==> src/rtl/sckdiv_pkg.sv <==
package sckdiv_pkg;
    localparam int FACTOR_W = 4;
    localparam int EXP_W    = 3;
    localparam int LEG_W    = 5;
    localparam int MIN_DIV  = 4;
    // widest product: factor of FACTOR_W bits shifted by up to 2^EXP_W-1
    localparam int DIV_W    = FACTOR_W + (1 << EXP_W) - 1;

    typedef enum logic {
        ENC_LEGACY   = 1'b0,
        ENC_EXTENDED = 1'b1
    } enc_e;
endpackage

==> src/rtl/sckdiv_decode.sv <==
module sckdiv_decode
    import sckdiv_pkg::*;
#(
    parameter int DW      = DIV_W,
    parameter int FW      = FACTOR_W,
    parameter int LW      = LEG_W,
    parameter int MINDIV  = MIN_DIV
) (
    input  enc_e          mode,
    input  logic [7:0]    pbyte,
    output logic [DW-1:0] divisor
);
    localparam logic [DW-1:0] LEG_BASE = DW'(1 << (LW - 1));
    localparam logic [DW-1:0] FLOOR    = DW'(MINDIV);

    logic [DW-1:0] leg_field;
    logic [DW-1:0] leg_raw;
    logic [FW-1:0] factor;
    logic [2:0]    expo;
    logic [DW-1:0] ext_raw;
    logic [DW-1:0] raw;
    logic          unused_gap_bit;

    assign unused_gap_bit = pbyte[5];

    always_comb begin
        // legacy: base-offset field, two core cycles per step
        leg_field = DW'(pbyte[LW-1:0]);
        if (leg_field >= LEG_BASE)
            leg_raw = (leg_field - LEG_BASE) << 1;
        else
            leg_raw = '0;

        // extended: exponent LSB sits at bit 4, upper bits at 7:6, bit 5 skipped
        factor  = pbyte[FW-1:0];
        expo    = {pbyte[7], pbyte[6], pbyte[4]};
        ext_raw = DW'(factor) << expo;

        raw     = (mode == ENC_EXTENDED) ? ext_raw : leg_raw;
        divisor = (raw < FLOOR) ? FLOOR : raw;
    end
endmodule

==> src/rtl/sckdiv_phase.sv <==
module sckdiv_phase #(
    parameter int DW = sckdiv_pkg::DIV_W
) (
    input  logic [DW-1:0] divisor,
    output logic [DW-1:0] act_len,
    output logic [DW-1:0] idle_len
);
    // the active phase takes the odd cycle
    always_comb begin
        idle_len = divisor >> 1;
        act_len  = divisor - idle_len;
    end
endmodule

==> src/rtl/sckdiv_timer.sv <==
module sckdiv_timer #(
    parameter int DW     = sckdiv_pkg::DIV_W,
    parameter int MINDIV = sckdiv_pkg::MIN_DIV
) (
    input  logic          clk,
    input  logic          rst_n,
    input  logic          run,
    input  logic [DW-1:0] divisor,
    input  logic [DW-1:0] act_len,
    input  logic [DW-1:0] idle_len,
    output logic          active,
    output logic          lead,
    output logic          trail
);
    typedef struct packed {
        logic [DW-1:0] cnt;
        logic          active;
        logic          lead;
        logic          trail;
        logic [DW-1:0] div;
    } tmr_t;

    localparam logic [DW-1:0] ONE = DW'(1);

    tmr_t s_d, s_q;
    logic reload;

    always_comb begin
        s_d       = s_q;
        s_d.lead  = 1'b0;
        s_d.trail = 1'b0;
        s_d.div   = divisor;
        reload    = !run || (divisor != s_q.div);
        if (reload) begin
            s_d.cnt    = '0;
            s_d.active = 1'b0;
        end else if (!s_q.active && s_q.cnt == idle_len - ONE) begin
            s_d.cnt    = '0;
            s_d.active = 1'b1;
            s_d.lead   = 1'b1;
        end else if (s_q.active && s_q.cnt == act_len - ONE) begin
            s_d.cnt    = '0;
            s_d.active = 1'b0;
            s_d.trail  = 1'b1;
        end else begin
            s_d.cnt    = s_q.cnt + ONE;
        end
    end

    always_ff @(posedge clk or negedge rst_n) begin
        if (!rst_n) begin
            s_q <= '{cnt: '0, active: 1'b0, lead: 1'b0, trail: 1'b0,
                     div: DW'(MINDIV)};
        end else begin
            s_q <= s_d;
        end
    end

    assign active = s_q.active;
    assign lead   = s_q.lead;
    assign trail  = s_q.trail;

    assert_strobe_excl_R7: assert property (@(posedge clk) disable iff (!rst_n)
        $onehot0({s_q.lead, s_q.trail}));

    assert_lead_edge_R7: assert property (@(posedge clk) disable iff (!rst_n)
        s_q.lead |-> (s_q.active && !$past(s_q.active)));

    assert_trail_edge_R7: assert property (@(posedge clk) disable iff (!rst_n)
        s_q.trail |-> (!s_q.active && $past(s_q.active)));

    assert_act_bound_R5: assert property (@(posedge clk) disable iff (!rst_n)
        (s_q.active && divisor == s_q.div) |-> (s_q.cnt < act_len));

    assert_idle_bound_R5: assert property (@(posedge clk) disable iff (!rst_n)
        (!s_q.active && divisor == s_q.div) |-> (s_q.cnt < idle_len));

    assert_restart_R9: assert property (@(posedge clk) disable iff (!rst_n)
        (run && divisor != s_q.div) |=> (s_q.cnt == '0 && !s_q.active && !s_q.lead));
endmodule

==> src/rtl/spi_sck_prescaler.sv <==
module spi_sck_prescaler
    import sckdiv_pkg::*;
#(
    parameter int DW = DIV_W
) (
    input  logic       clk,
    input  logic       rst_n,
    input  logic       ext_mode,
    input  logic [7:0] prescale,
    input  logic       run,
    input  logic       cpol,
    output logic       sck,
    output logic       sck_lead,
    output logic       sck_trail
);
    logic [DW-1:0] divisor;
    logic [DW-1:0] act_len;
    logic [DW-1:0] idle_len;
    logic          active;

    sckdiv_decode #(.DW(DW)) u_decode (
        .mode    (enc_e'(ext_mode)),
        .pbyte   (prescale),
        .divisor (divisor)
    );

    sckdiv_phase #(.DW(DW)) u_phase (
        .divisor  (divisor),
        .act_len  (act_len),
        .idle_len (idle_len)
    );

    sckdiv_timer #(.DW(DW)) u_timer (
        .clk      (clk),
        .rst_n    (rst_n),
        .run      (run),
        .divisor  (divisor),
        .act_len  (act_len),
        .idle_len (idle_len),
        .active   (active),
        .lead     (sck_lead),
        .trail    (sck_trail)
    );

    assign sck = cpol ^ active;

    assert_idle_level_R6: assert property (@(posedge clk) disable iff (!rst_n)
        !run |=> (sck == cpol && !sck_lead && !sck_trail));

    assert_lead_level_R7: assert property (@(posedge clk) disable iff (!rst_n)
        sck_lead |-> (sck != cpol));
endmodule

==> config.mk <==
export PLATFORM = sky130hd
export DESIGN_NAME = spi_sck_prescaler
export DESIGN_NICKNAME = d
export VERILOG_FILES = /design/src/rtl/sckdiv_pkg.sv /design/src/rtl/sckdiv_decode.sv /design/src/rtl/sckdiv_phase.sv /design/src/rtl/sckdiv_timer.sv /design/src/rtl/spi_sck_prescaler.sv
export SDC_FILE = /design/constraint.sdc
export NUM_CORES = 1
export LEC_CHECK = 0
export CAP_MARGIN = 10
export CORE_MARGIN = 2
export CORE_UTILIZATION = 55
export DETAILED_ROUTE_END_ITERATION = 10
export HOLD_SLACK_MARGIN = 0.1
export PLACE_DENSITY = 0.82
export SETUP_SLACK_MARGIN = 0.3
export SYNTH_ARGS = -nofsm -noshare
export SYNTH_HDL_FRONTEND = slang
export SYNTH_SLANG_ARGS = --single-unit
==> constraint.sdc <==
create_clock -name clk -period 2.3 [get_ports clk]
set_clock_uncertainty 0.05 [all_clocks]
set_input_delay 0.345 -clock clk [delete_from_list [all_inputs] [get_ports clk]]
set_output_delay 0.345 -clock clk [all_outputs]
set_load 0.1 [all_outputs]
==> flow_summary.toml <==
[sta]
timing.final.crit_period_ps = 3983
tightestPinTransition_ps = 619.8
hold_viol_final = 0
setup_ws_ps = -1683
fmax_mhz = 251.1
fin_crit_sh = 1.732
slew_headroom = 0.5855
rsz0062_at_grt = "true"
setup_viol = 14
drv_slew = 0

[yosys]
synth_most_common_cell = "ha_1"
ys_ff_latch = 25
synth_edf_count = 0
postSynth.asyncResetShare = 1.000
synthesis.nets = 378
ys_top_cells_by_area = "dfrtp_1 20%, ha_1 11%, xnor2_1 7.0%"
synth_compound_gate_area_share = 0.1879
ys_seq_area_frac = 0.2096
netlist.area_leader.share = 0.2008
yosys.area.top_type = "dfrtp_1"
syn-cell-area_sq_mm = 0.002990
netlist_top_cells_count = "27 x ha_1, 24 x dfrtp_1, 24 x xnor2_1"
synthAdderAreaFrac = 0.1197
synth-simple-area-share = 0.2310
synth-xor-area-share = 0.1393
synthMuxAreaShare = 0.03808
ys_warn_count = 0
syn-mean-instance-area_sq_um = 8.873
ys_types = 72
postSynthCellCount = 337
synth-main-ff-cell = "dfrtp_1"
synth_top_family_by_area = "simple AND/OR/NAND/NOR gates"

[clock_network]
cts_root_buf = "clkbuf_8"
cts_tree = "yes"
h-tree-depth = 1
path_clk_slew_ps = 100
numCtsBuffers = 3
clock_path_buffers = 2
worstSkewPairLatency_ps = 280
cts_hold_buf = 0
cts.sinks = 25

[worst_setup_path]
timing.critical_path.mode_cell = "buf_6"
cp.buffers_inverters = 6
criticalPathCategory = "primary input to flip-flop"
critPathTopFamily = "simple AND/OR/NAND/NOR gates"
timing.rr.start = "u_timer.s_q[18]"
rr_worst_depth = 9
cp_data_arrival_time_ps = 4110
end_kind = "flip-flop"
path_max_fanout = 6
startpoint_type = "primary input"
cp_slowest_cell = "or4_4"
rrSetupSlack_ps = -380
path_cells = "buf_8, buf_6, buf_6, nand4_1, ha_4, o21ai_4, a211oi_4, nand3_4, nand2_4, ha_4, nor2b_4, buf_6, o211ai_1, nand3_2, xor2_2, nand4_1, or4_4, a2111oi_4, buf_4, clkbuf_16, nor3_2"
path_depth = 21
required_ps = 2430
worst_path_largest_cell_delay_ps = 560
rr_endpoint = "u_timer.s_q[20]"

[global_route]
first_global_vias = 3396
grt_max_degree = 16
antenna_found_initial = 0
grtUsageTotal = 0.3636
grt_pass1_wl_mm = 17.03
globalRoute.totalOverflow = 0

[pwr]
ir_drop_uv = 429.6
leakage_uw = 0.002037
pwr_density_cell_mw_per_mm2 = 407.6
p_total_uw = 1817

[drt]
dr.pass1.iters = 5
viasPerCell = 6.313
drc = 0
wl_mm = 11.47
avgRoutedWirePerCell_microns = 21.77
vias = 3327
drtIter0Drc = 378
drtAntennaViolNets = 0

[layout]
final_util = 0.8616
drive_above_1_share = 0.4508
register_area_sq_um = 626.9
multi_input_area_sq_mm = 0.002462
area_delta_synth_final_pct = 49.04
n_fill_cell = 240
insertedDiodeCount = 0
finish.net_count = 499

[floorplan]
die-area_sq_mm = 0.006043
pin_count = 16
coreArea_sq_mm = 0.005172
rows = 26
die_x_microns = 77.74
start_util = 0.5781
die_h_microns = 77.74

[flow_run]
drv_cap = 0

[outcome]
outcome = "finished, violations left"
failed_checks = "setup timing"

[placed_design]
hpwl_mm = 7.013
globalplace.congestion = 0.9629
place_ws_ps = -2211
port_buffers = 14

[min_path]
min_path_type = "primary input to async pin"
## registers in the layout, summed over array words and instances, names as in the netlist
name and cells:
u_timer.s_q 22, u_timer.lead 1, u_timer.trail 1, u_timer.active 1
## routing by layer
metal / track usage / routed length [microns] / up-vias
li1: - / - / 1440
met1: 0.4093 / 4112 / 1613
met2: 0.6586 / 5785 / 203
met3: 0.05116 / 805 / 71
met4: 0.1929 / 767 / 0
met5: 0 / 0 / -
## worst max path at each step
stage | from | to | slack [ps]
after floorplan | prescale[4] | u_timer.s_q[19] | -1500
after global placement | prescale[4] | u_timer.s_q[15] | -2050
after detailed placement | prescale[4] | u_timer.s_q[15] | -2210
after CTS | prescale[4] | u_timer.lead | -1600
after global routing | prescale[4] | u_timer.s_q[21] | -1890
final | prescale[4] | u_timer.s_q[20] | -1680
## layout make-up
class                      count  share of cell area
clock buffer                   3            0.009264
multi-input combinational    271              0.5525
inverter                      23             0.02077
clock inverter                 1            0.001123
timing repair buffer         134              0.2560
tap                           70             0.01965
sequential                    25              0.1407
## cell usage in the layout (no fill, tap or decap), types with 13 or more instances in the layout
master / instances
inv_1: 19
xnor2_1: 22
nor2_1: 19
buf_6: 20
dfrtp_1: 24
buf_4: 102
ha_1: 24
xor2_1: 18
nand2_1: 13
## through the flow
stage                     cell area (sq um)  std cells  hold slack (ps)  TNS [ps]
after detailed placement               3885        493            669.7    -31010
after floorplan                        3108        337          -0.5911    -20260
after global placement                 3885        493            620.9    -28790
final                                  4457        527            393.8    -23080
after global routing                   4457        527            427.3    -26070
after CTS                              4312        522            405.5    -21760
## where the power goes
part	internal (uW)	switching (uW)
combinational	516	552
clock	122	162
sequential	454	11.7
total	1090	725
## cell families (layout without fill, tap and decap cells)
logic type                 count (synthesis)  count (layout)
AOI/OAI and AO/OA                         71              71
DFF                                       25              25
adders and majority gates                 28              28
and+or+nand+nor                          116             116
xor gates and xnor gates                  46              46
buffers and inverters                     41             161
muxes                                     10              10
## repair_timing
item | 4_1_cts | 5_1_grt
endpoints found under the setup margin | 20 | 17
setup buffers | 23 | 5
pin swaps | 26 | 9
gates resized for setup | 77 | 25
gates cloned | 2 | 0
(Power assumes the default switching activity.)
